### src/rtl/keygate_pkg.sv
package keygate_pkg;

  typedef enum logic [1:0] {
    GATE_FREE = 2'd0,
    GATE_LOCK = 2'd1,
    GATE_KICK = 2'd2
  } gate_e;

  // lock entries take precedence over the kick pair
  function automatic gate_e gate_kind(input logic has_lock, input logic kick_prot);
    if (has_lock)       return GATE_LOCK;
    else if (kick_prot) return GATE_KICK;
    else                return GATE_FREE;
  endfunction

endpackage

### src/rtl/keygate_lock.sv
module keygate_lock #(
  parameter int DW = 32,
  parameter int WIN = 4,
  parameter logic [DW-1:0] KEY = '0
) (
  input  logic          clk,
  input  logic          rst_n,
  input  logic          key_we,
  input  logic [DW-1:0] key_data,
  output logic          open
);
  localparam int CW = $clog2(WIN + 1);

  logic [CW-1:0] left_q;

  always_ff @(posedge clk or negedge rst_n) begin
    if (!rst_n) begin
      left_q <= '0;
    end else if (key_we) begin
      left_q <= (KEY != '0 && key_data == KEY) ? CW'(WIN) : '0;
    end else if (left_q != '0) begin
      left_q <= left_q - 1'b1;
    end
  end

  assign open = (left_q != '0);

endmodule

### src/rtl/keygate_kick.sv
module keygate_kick #(
  parameter int DW = 32,
  parameter logic [DW-1:0] KEY0 = '0,
  parameter logic [DW-1:0] KEY1 = '0
) (
  input  logic          clk,
  input  logic          rst_n,
  input  logic          we0,
  input  logic          we1,
  input  logic [DW-1:0] wdata,
  output logic [DW-1:0] k0,
  output logic [DW-1:0] k1,
  output logic          open
);
  always_ff @(posedge clk or negedge rst_n) begin
    if (!rst_n) begin
      k0 <= '0;
      k1 <= '0;
    end else begin
      if (we0) k0 <= wdata;
      if (we1) k1 <= wdata;
    end
  end

  assign open = (KEY0 != '0) && (k0 == KEY0) && (k1 == KEY1);

endmodule

### src/rtl/keygate_store.sv
module keygate_store #(
  parameter int DW = 32,
  parameter int NREG = 8,
  parameter int IW = 3
) (
  input  logic                      clk,
  input  logic                      rst_n,
  input  logic                      wr_en,
  input  logic [IW-1:0]             wr_idx,
  input  logic [DW-1:0]             wdata,
  output logic [NREG-1:0][DW-1:0]   regs
);
  always_ff @(posedge clk or negedge rst_n) begin
    if (!rst_n) begin
      regs <= '0;
    end else begin
      for (int r = 0; r < NREG; r++) begin
        if (wr_en && wr_idx == IW'(r)) regs[r] <= wdata;
      end
    end
  end

endmodule

### src/rtl/keygate_regs.sv
module keygate_regs
  import keygate_pkg::*;
#(
  parameter int DW = 32,
  parameter int NREG = 8,
  parameter int NLOCK = 4,
  parameter int WIN = 4,
  parameter logic [NLOCK-1:0][7:0] LOCK_TGT = {8'd7, 8'd6, 8'd5, 8'd4},
  parameter logic [NLOCK-1:0][DW-1:0] LOCK_KEY =
    {32'h0000_0000, 32'h5A5A_0006, 32'h5A5A_0005, 32'h5A5A_0004},
  parameter logic [NREG-1:0] KICK_MASK = 8'b1000_1100,
  parameter logic [DW-1:0] KICK_KEY0 = 32'h1357_9BDF,
  parameter logic [DW-1:0] KICK_KEY1 = 32'h2468_ACE0,
  localparam int AW = $clog2(NREG + NLOCK + 2)
) (
  input  logic          clk,
  input  logic          rst_n,
  input  logic [AW-1:0] bus_addr,
  input  logic [DW-1:0] bus_wdata,
  input  logic          bus_we,
  input  logic          bus_re,
  output logic [DW-1:0] bus_rdata,
  output logic          gate_viol
);
  localparam int IW = (NREG > 1) ? $clog2(NREG) : 1;
  localparam int KICK0_A = NREG + NLOCK;
  localparam int KICK1_A = NREG + NLOCK + 1;

  logic [NREG-1:0][DW-1:0] regs;
  logic [NLOCK-1:0]        lock_open;
  logic [DW-1:0]           kick0_q, kick1_q;
  logic                    kick_open;
  logic [NREG-1:0]         allowed;
  logic                    hit_data, wr_ok, reject;
  logic [IW-1:0]           idx;

  assign hit_data = bus_we && (bus_addr < AW'(NREG));
  assign idx      = IW'(bus_addr);

  // one timer per lock entry
  for (genvar e = 0; e < NLOCK; e++) begin : g_lock
    keygate_lock #(.DW(DW), .WIN(WIN), .KEY(LOCK_KEY[e])) u_lock (
      .clk      (clk),
      .rst_n    (rst_n),
      .key_we   (bus_we && bus_addr == AW'(NREG + e)),
      .key_data (bus_wdata),
      .open     (lock_open[e])
    );
  end

  keygate_kick #(.DW(DW), .KEY0(KICK_KEY0), .KEY1(KICK_KEY1)) u_kick (
    .clk   (clk),
    .rst_n (rst_n),
    .we0   (bus_we && bus_addr == AW'(KICK0_A)),
    .we1   (bus_we && bus_addr == AW'(KICK1_A)),
    .wdata (bus_wdata),
    .k0    (kick0_q),
    .k1    (kick1_q),
    .open  (kick_open)
  );

  // per-register gate decision
  for (genvar r = 0; r < NREG; r++) begin : g_gate
    logic  has_l, ok_l;
    gate_e kind;

    always_comb begin
      has_l = 1'b0;
      ok_l  = 1'b0;
      for (int e = 0; e < NLOCK; e++) begin
        if (LOCK_KEY[e] != '0 && int'(LOCK_TGT[e]) == r) begin
          has_l = 1'b1;
          if (lock_open[e]) ok_l = 1'b1;
        end
      end
    end

    assign kind = gate_kind(has_l, KICK_MASK[r] && (KICK_KEY0 != '0));

    always_comb begin
      case (kind)
        GATE_LOCK: allowed[r] = ok_l;
        GATE_KICK: allowed[r] = kick_open;
        default:   allowed[r] = 1'b1;
      endcase
    end
  end

  assign wr_ok  = hit_data && allowed[idx];
  assign reject = hit_data && !allowed[idx];

  keygate_store #(.DW(DW), .NREG(NREG), .IW(IW)) u_store (
    .clk    (clk),
    .rst_n  (rst_n),
    .wr_en  (wr_ok),
    .wr_idx (idx),
    .wdata  (bus_wdata),
    .regs   (regs)
  );

  always_ff @(posedge clk or negedge rst_n) begin
    if (!rst_n) begin
      gate_viol <= 1'b0;
      bus_rdata <= '0;
    end else begin
      gate_viol <= reject;
      if (bus_re) begin
        if (bus_addr < AW'(NREG))             bus_rdata <= regs[idx];
        else if (bus_addr == AW'(KICK0_A))    bus_rdata <= kick0_q;
        else if (bus_addr == AW'(KICK1_A))    bus_rdata <= kick1_q;
        else                                  bus_rdata <= '0;
      end
    end
  end

endmodule

### config.mk
export PLATFORM = sky130hd
export DESIGN_NAME = keygate_regs
export DESIGN_NICKNAME = d
export VERILOG_FILES = /design/src/rtl/keygate_pkg.sv /design/src/rtl/keygate_lock.sv /design/src/rtl/keygate_kick.sv /design/src/rtl/keygate_store.sv /design/src/rtl/keygate_regs.sv
export SDC_FILE = /design/constraint.sdc
export NUM_CORES = 1
export LEC_CHECK = 0
export ABC_CLOCK_PERIOD_IN_PS = 3280
export BUFFER_PORTS_ARGS = -buffer_cell sky130_fd_sc_hd__clkbuf_2
export CAP_MARGIN = 20
export CORE_UTILIZATION = 60
export CTS_BUF_LIST = sky130_fd_sc_hd__clkbuf_16
export DETAILED_ROUTE_END_ITERATION = 16
export GPL_TIMING_DRIVEN = 0
export PLACE_DENSITY = 0.85
export SLEW_MARGIN = 20
export SYNTH_ARGS = -nofsm -noshare
export SYNTH_HDL_FRONTEND = slang
export SYNTH_SLANG_ARGS = --single-unit
### constraint.sdc
create_clock -name clk -period 3.28 [get_ports clk]
set_input_delay 0.984 -clock clk [delete_from_list [all_inputs] [get_ports clk]]
set_output_delay 0.984 -clock clk [all_outputs]
set_load 0.03 [all_outputs]
# --- Yosys cells after proc, flatten, opt, wreduce, memory -nomap -nowiden ---
# Index checks and enable logic that the tools add are counted.
op_classes:
  muxes: 19
  n_addsub: 3
  n_lt_le_gt_ge: 2
  reduce_logical: 25
  eq_ne: 17
ops:
  columns: ["operator", "count"]
  rows:
  - ["two-way mux 32 bit", 4]
  - ["binary-select mux 32 bit (select 3 bit)", 1]
  - ["equality test 32 x 31 -> 1 bit, second input constant", 3]
  - ["equality test 32 x 29 -> 1 bit, second input constant", 1]
  - ["equality test 32 x 30 -> 1 bit, second input constant", 1]
  - ["two-way mux 3 bit", 9]
  - ["equality test 4 bit, second input constant", 5]
  - ["logical AND 1 bit", 17]
  - ["equality test 3 bit, second input constant", 4]
  - ["nonzero test 3 bit", 3]
  - ["subtractor 3 x 1 -> 3 bit, second input constant", 3]
  - ["equality test 3 x 2 -> 1 bit, second input constant", 2]
  - ["nonzero test 2 bit", 3]
  - ["< comparator 3 x 4 -> 1 bit, second input constant", 1]
  - ["< comparator 4 bit, second input constant", 1]
  - ["two-way mux 1 bit", 4]
  - ["binary-select mux 1 bit (select 3 bit)", 1]
  - ["equality test 3 x 1 -> 1 bit, second input constant", 1]
  - ["logical NOT 3 bit", 1]
  - ["logical NOT 1 bit", 1]
word_totals:
  wordCells: 81
  out_inout_bits: 33
  ff_bits: 362
  inputBits: 40

# --- Depth between registers and ports, before layout ---
# Gate-level depths: netlist (run 1).
depth:
  ltp_word: 6
  depth_mapped: 8
  depth_no_buf: 7

# --- Cells and area by module ---
# Synthesis (run 1) repeated with hierarchy kept, for this count alone.
hier_totals:
  hier_cells: 1171
  hier_area_um2: 16854.9
by_module_without_submodules:
  columns: ["module", "area_each_um2", "seq_area_each_um2", "cells_each", "n_inst"]
  rows:
  - ["keygate_store", 9620.5, 6406.1, 551, 1]
  - ["keygate_regs", 3890.0, 825.8, 384, 1]
  - ["keygate_kick", 2587.5, 1601.5, 157, 1]
  - ["keygate_lock at g_lock[1].u_lock ...", 250.2, 75.1, 26, 2]
  - ["keygate_lock at g_lock[0].u_lock", 256.5, 75.1, 27, 1]

# --- Worst setup path after synthesis (run 1) ---
# OpenSTA, ideal clock, no wires.
synth_timing:
  kind: "in2reg"
  startpoint: "in bus_addr[1]"
  endpoint: "reg bus_rdata[23]"
  setup_ns: 0.125
  n_path_buf: 3
  arrival_ns: 2.707
  required_ns: 3.155
  path_stages: 7
  path_slack_ns: 0.448
  path_cell_list: "buf_2 > buf_1 > buf_1 > mux4_2 > a211oi_1 > a21oi_1 > mux2_2"
synth_between:
  elab_chain_cells: 4
  word_cells_on_any_way: 8
  cone_classes: "order compare (1); eq/ne (2); mux (5)"
synth_lines:
  columns: ["element", "line", "source"]
  rows:
  - ["start, declared", "keygate_regs.sv:18", "input logic [AW-1:0] bus_addr,"]
  - ["equality test 4 bit", "keygate_regs.sv:110", "else if (bus_addr == AW'(KICK1_A)) bus_rdata <= kick1_q;"]
  - ["two-way mux 32 bit", "keygate_regs.sv:110", null]
  - ["two-way mux 32 bit", "keygate_regs.sv:109", "else if (bus_addr == AW'(KICK0_A)) bus_rdata <= kick0_q;"]
  - ["two-way mux 32 bit (*)", "keygate_regs.sv:108", "if (bus_addr < AW'(NREG)) bus_rdata <= regs[idx];"]
  - ["end signal, assigned", "keygate_regs.sv:108", null]
  - ["end signal, assigned", "keygate_regs.sv:109", null]
  - ["end signal, assigned", "keygate_regs.sv:110", null]
  - ["end, declared", "keygate_regs.sv:22", "output logic [DW-1:0] bus_rdata,"]
# Mark *: on every way between the ends. The rest lies on a longest branch, timed or not. The select of a mux whose other input is x is not followed.
# A chain may end at the register's enable or synchronous reset.

# --- Worst setup path after layout (run 1) ---
layout_timing:
  startpoint: "in bus_addr[1]"
  endpoint: "reg bus_rdata[30]"
# The elaborated chain is that of the path after synthesis.

==> results.tsv, run 1 <==
metric	value	unit
first_pass_iters	5	
timing.final.hold_violations	0	
grt_max_degree	88	
relSlewSlack	0.393	
diodes	0	
io_buffers	70	
drc_errors	0	
start_kind	primary input	
layout.nets	1272	
start_util	0.612	
pin_count	73	
p_total	12.4	mW
switchingPower	3.40	mW
required	3.70	ns
peakVddDrop	0.000504	V
fp.dieW	168	um
die_area	28100	sq um
finalSetupViolCount	0	
hold_class	primary input to async pin	
power_leakage	8.40	nW
endpoint_kind	flip-flop	
cts_tree	yes	
drive_gt1_frac	0.458	
grt_pass1_vias	10900	
synth_area	16500	sq um
critPathKind	primary input to flip-flop	
max_cap_viol_count	0	
fin_crit_sh	0.913	
p_comb_frac	0.195	
detail_route.vias_per_cell	6.41	
powerDensity	671	nW/um^2
core	27000	sq um
dp_hpwl	25.8	mm
final_area	18500	sq um
worstMarginPinSlew	0.910	ns
rows	60	
rrSetupSlack	0.38	ns
final_util	0.686	
root_buffer	clkbuf_16	
yosys_warnings	0	
power.share.clock	0.312	
status	finished, final reports clean	
swShare	0.274	
clk_pin_slew_worst_paths	0.06	ns
clk_path_buf_depth	3	
cts_buffers	38	
min_period	2.99	ns
cts_hold_buf	0	
routabilityCongestion	0.872	
dieHeight	168	um
grt_use_total	0.291	
first_iter_violations	846	
grt_setup_unrepaired	false	
mostFrequentLayoutCells	362 x dfrtp_1, 347 x mux2_2, 70 x clkbuf_2	
drv_slew	0	
clock-sinks	362	
postSynthAreaPerCell	14.8	sq um
vias	10200	
place_inst	1527	
crit_arrival	3.42	ns
final.fill_count	1823	
overflow	0	
fin_ws	0.286	ns
place_ws	-0.471	ns
area_delta_synth_final	12.1	%
seq_area_frac_synth	0.550	
final_common_cell	dfrtp_1	
seqPwrFrac	0.493	
synth.ff_latch_count	362	
netlist_instances	1112	
antenna_found_initial	0	
intPower	9.01	mW
drt-total-wl	38.8	mm
finalNonFillerCells	1594	
ant_nets	0	
critPathMaxFanout	10	
synth.net_count	1158	
clk_latency	0.54	ns
wire_per_inst	24.3	um
fmax	334	MHz
h-tree-depth	2	
synth_cell_types	38	
fin_skew	0.0239	ns
grt_pass1_wl	61.9	mm
postPlaceCellArea	17400	sq um
==> per-layer routing <==
| metal | wire length (um) | share of wire | vias up | global-route usage |
|---|---|---|---|---|
| li1 | - | - | 4371 | - |
| met1 | 16400 | 0.42 | 5372 | 0.398 |
| met2 | 18600 | 0.48 | 384 | 0.463 |
| met3 | 2440 | 0.063 | 83 | 0.0546 |
| met4 | 1410 | 0.036 | 0 | 0.115 |
| met5 | 0 | 0 | - | 0 |
==> stage by stage <==
stage | setup TNS (ns) | hold WS, ns
2_1_floorplan | 0 | 0.459
3_3_place_gp | -2337.39 | 0.471
3_5_place_dp | -21.50 | 0.480
4_1_cts | 0 | 0.362
5_1_grt | 0 | 0.372
6_report | 0 | 0.371
==> registers in the layout, indices dropped and copies added (netlist names) <==
signal	flops
bus_rdata	32
u_kick.k1	32
u_store.regs	256
gate_viol	1
u_kick.k0	32
g_lock.u_lock.left_q	9
==> area by class of cell <==
class / instances / area (sq um) / share of cell area
Buffer: 104 / 433 / 0.0234
Tap cell: 341 / 427 / 0.0231
Multi-Input combinational cell: 638 / 6960 / 0.377
Clock buffer: 38 / 951 / 0.0515
Sequential cell: 362 / 9060 / 0.490
Timing Repair Buffer: 74 / 469 / 0.0254
Clock inverter: 29 / 149 / 0.00806
Inverter: 8 / 30.0 / 0.00163
==> power by group through the flow <==
stage	combinational [mW]	clock, mW	sequential [mW]
6_report	2.42	3.87	6.12
5_1_grt	2.63	4.07	6.24
4_1_cts	2.44	3.90	6.10
3_5_place_dp	2.41	0	6.16
3_3_place_gp	2.27	0	6.09
2_1_floorplan	1.72	0	6.10
==> worst max-delay path, cell delays in order <==
cell and delay, ns:
buf_2 0.29, clkbuf_2 0.42, buf_1 0.55, mux4_2 0.41, a211oi_1 0.35, a21oi_1 0.10
mux2_2 0.30
==> final timing paths <==
kind / end / startpoint / cells past startpoint
worst max-delay path: bus_rdata[30] / bus_addr[1] / 7
worst min register to register: u_store.regs[97] / u_store.regs[97] / 1
min in group clk: u_store.regs[97] / u_store.regs[97] / 1
max in group asynchronous: u_store.regs[116] / rst_n / 4
worst min-delay path: bus_rdata[30] / rst_n / 1
worst max register to register: u_store.regs[225] / u_kick.k0[21] / 6
==> Yosys cell counts (all sizes together) <==
library cell  instances  area share
nand4b                1     0.00053
nor2b                 1     0.00038
mux2i                 3      0.0018
nand2                 6      0.0014
nor4bb               14      0.0085
and2                 32       0.012
o2111ai               2      0.0018
a211oi               35       0.016
nor4                  4      0.0024
a22oi                33       0.015
nand4                 7      0.0027
nor2                 14      0.0032
and4                  1     0.00053
dfrtp               362        0.55
nor3                  4      0.0012
inv                   8      0.0018
xnor2                 3      0.0016
o21ai                 1     0.00030
nand2b                5      0.0019
clkbuf               61       0.014
mux4                 64       0.087
nor3b                 1     0.00076
ha                    6      0.0046
or3                   1     0.00038
nand3                 3     0.00091
mux2                352        0.24
nor4b                 6      0.0032
and4b                 1     0.00061
buf                  43       0.012
a2bb2oi               1     0.00053
o22ai                 2     0.00076
o211ai                1     0.00076
and3b                 1     0.00053
a21oi                32      0.0097
and3                  1     0.00038
==> what timing repair did <==
action | CTS | global route
setup buffers | 0 | 0
setup endpoints to repair | 0 | 3
resized for setup | 0 | 2
==> logic make-up (layout without fill, tap and decap cells) <==
group                      Yosys count  count (layout)  share of synthesized area
muxes                              419             419                      0.330
DFF                                362             362                      0.550
buffers and inverters              112             253                     0.0280
AOI/OAI and AO/OA                  107             107                     0.0449
and+or+nand+nor                    103             103                     0.0416
adders and majority gates            6               6                    0.00455
xor gates and xnor gates             3               3                    0.00159
Note: power is estimated with default switching activity, not from simulation.
==> inputs of run 2 (changes only) <==
--- a/config.mk
+++ b/config.mk
@@ -5,13 +5,12 @@
 export SDC_FILE = /design/constraint.sdc
 export NUM_CORES = 1
 export LEC_CHECK = 0
-export ABC_CLOCK_PERIOD_IN_PS = 3280
+export ABC_CLOCK_PERIOD_IN_PS = 3220
 export BUFFER_PORTS_ARGS = -buffer_cell sky130_fd_sc_hd__clkbuf_2
 export CAP_MARGIN = 20
 export CORE_UTILIZATION = 60
 export CTS_BUF_LIST = sky130_fd_sc_hd__clkbuf_16
 export DETAILED_ROUTE_END_ITERATION = 16
-export GPL_TIMING_DRIVEN = 0
 export PLACE_DENSITY = 0.85
 export SLEW_MARGIN = 20
 export SYNTH_ARGS = -nofsm -noshare
==> constraint.sdc (replaced) <==
create_clock -name clk -period 3.22 [get_ports clk]
set_input_delay 0.966 -clock clk [delete_from_list [all_inputs] [get_ports clk]]
set_output_delay 0.966 -clock clk [all_outputs]
set_load 0.03 [all_outputs]
==> run 2 against run 1 <==
Effect of this change:
- clock skew shrank 0.0098 ns
- critical path depth shrank 1
- sequential cell count is the same
- final area grew 1.5%
- worst hold slack gained 0.045 ns
- critical path type is now flip-flop to flip-flop
- die area is the same
- via count shrank 0.52%
==> results.tsv, run 2 (synthesis gave the netlist of run 1 again) <==
metric	value	unit	change
status	finished, final reports clean		unchanged
start_kind	flip-flop		was primary input
mostFrequentLayoutCells	362 x dfrtp_1, 347 x mux2_2, 69 x clkbuf_2		was 362 x dfrtp_1, 347 x mux2_2, 70 x clkbuf_2
timing.final.hold_violations	0		unchanged
core	27000	sq um	unchanged
io_buffers	72		was 70
grt_setup_unrepaired	false		unchanged
dieHeight	168	um	unchanged
root_buffer	clkbuf_16		unchanged
grt_pass1_vias	10900		about the same
setup_tns	0	ns	unchanged
wire_per_inst	25.4	um	was 24.3 um
cts_tree	yes		unchanged
grt_use_total	0.293		was 0.291
worstMarginPinSlew	0.749	ns	was 0.910 ns
largest-register	u_store.regs		unchanged
fp.dieW	168	um	unchanged
clk_latency	0.53	ns	was 0.54 ns
powerDensity	695	nW/um^2	was 671 nW/um^2
path_delay_family	simple AND/OR/NAND/NOR gates		was buffers and inverters
drv_slew	0		unchanged
wl_met3	2.40	mm	was 2.44 mm
seqPwrFrac	0.480		was 0.493
reg2reg_from	u_kick.k0[29]		was u_kick.k0[21]
ant_nets	0		unchanged
r2r_cells	6		unchanged
pin_count	73		unchanged
detail_route.vias_per_cell	6.59		was 6.41
finalSetupViolCount	0		unchanged
slowest_stage	nor4bb_1		was buf_1
power_leakage	8.56	nW	was 8.40 nW
critPathKind	flip-flop to flip-flop		was primary input to flip-flop
intPower	9.53	mW	was 9.01 mW
met2_length	19.2	mm	was 18.6 mm
fin_skew	0.0141	ns	was 0.0239 ns
cts_hold_buf	0		unchanged
power.share.clock	0.330		was 0.312
critPathMaxFanout	26		was 10
worst-path-buf-inv	1		was 3
final_common_cell	dfrtp_1		unchanged
clk_pin_slew_worst_paths	0.06	ns	about the same
relSlewSlack	0.496		was 0.393
rows	60		unchanged
hold-worst-slack	0.416	ns	was 0.371 ns
min_period	2.88	ns	
fmax	348	MHz	
post-cts-setup-buffer-count	0		unchanged
first_iter_violations	829		was 846
routabilityCongestion	0.838		was 0.872
cts_buffers	39		was 38
cts_resized	0		unchanged
grt_max_degree	79		was 88
layout.nets	1217		was 1272
antenna_found_initial	0		unchanged
endpoint_kind	flip-flop		unchanged
drc_errors	0		unchanged
clk_path_buf_depth	3		unchanged
diodes	0		unchanged
largest_reg_flops	256		unchanged
met1_length	16.3	mm	was 16.4 mm
area_delta_synth_final	13.8	%	was 12.1%
clock-sinks	362		unchanged
start_util	0.612		unchanged
max_cap_viol_count	0		unchanged
first_pass_iters	5		unchanged
dp_hpwl	23.5	mm	was 25.8 mm
p_comb_frac	0.190		was 0.195
maxUsedRoutingLayer	met4		unchanged
h-tree-depth	2		unchanged
switchingPower	3.49	mW	was 3.40 mW
reg2reg_to	u_store.regs[97]		was u_store.regs[225]
fin_crit_sh	0.893		
final_util	0.696		was 0.686
peakVddDrop	0.000382	V	was 0.000504 V
cp_cell_sequence	nor4bb_1 -> nand4_1 -> nor4_4 -> o2111ai_4 -> buf_12 -> mux2_1		was buf_2 -> clkbuf_2 -> buf_1 -> mux4_2 -> a211oi_1 -> a21oi_1 -> mux2_2
crit_arrival	3.28	ns	was 3.42 ns
vias	10200		about the same
swShare	0.268		was 0.274
die_area	28100	sq um	unchanged
rrSetupSlack	0.34	ns	was 0.38 ns
overflow	0		unchanged
grt_pass1_wl	62.8	mm	was 61.9 mm
hold_class	primary input to async pin		unchanged
critPathMaxStageDelay	0.65	ns	was 0.55 ns
required	3.63	ns	was 3.70 ns
drive_gt1_frac	0.495		was 0.458
drt-total-wl	39.1	mm	was 38.8 mm
==> run 2: changes by cell type in the layout (fill, tap and decap cells not counted), sizes merged <==
cell,before,now
bufinv,0,3
clkbuf,170,109
clkinv,18,15
inv,19,20
buf,46,53
==> run 2: cell type report <==
| cell class | count | area (sq um) |
|---|---|---|
| Multi-Input combinational cell | 638 | 7020 |
| Tap cell | 341 | 427 |
| Timing Repair Buffer | 122 | 988 |
| Inverter | 8 | 30.0 |
| Clock buffer | 40 | 1000 |
| Sequential cell | 362 | 9060 |
| Fill cell | 1681 | 8200 |
| Clock inverter | 30 | 223 |
==> run 2: how the worst max path moves through the flow <==
stage / start / to / slack (ns) / cells past startpoint
3_5_place_dp: bus_addr[1] / u_store.regs[111] / 0.14 / 8
2_1_floorplan: bus_addr[1] / bus_rdata[23] / 0.41 / 7
3_3_place_gp: bus_addr[1] / u_store.regs[157] / 0.22 / 7
6_report: u_kick.k0[29] / u_store.regs[97] / 0.34 / 6
5_1_grt: u_kick.k0[29] / u_store.regs[97] / 0.35 / 6
4_1_cts: u_kick.k0[29] / u_store.regs[97] / 0.40 / 6
==> run 2: layer usage <==
layer / global-route usage / vias up
li1: - / 4256
met1: 0.401 / 5423
met2: 0.471 / 386
met3: 0.0532 / 92
met4: 0.109 / 0
met5: 0 / -
==> run 2: stage by stage <==
stage	power [mW]	std cells	area (sq um)	setup WS (ns)
detailed placement	8.74	1471	17500	0.145
finish	13.0	1541	18700	0.345
global route	13.6	1541	18700	0.354
floorplan	7.96	1112	16500	0.406
CTS	13.1	1541	18700	0.396
global placement	8.54	1471	17500	0.217
==> run 2: power groups by stage <==
stage	Clock (mW)	Sequential, mW	Combinational [mW]
finish	4.30	6.25	2.47
global route	4.54	6.36	2.68
CTS	4.35	6.24	2.49
detailed placement	0	6.29	2.46
global placement	0	6.21	2.34
floorplan	0	6.21	1.75
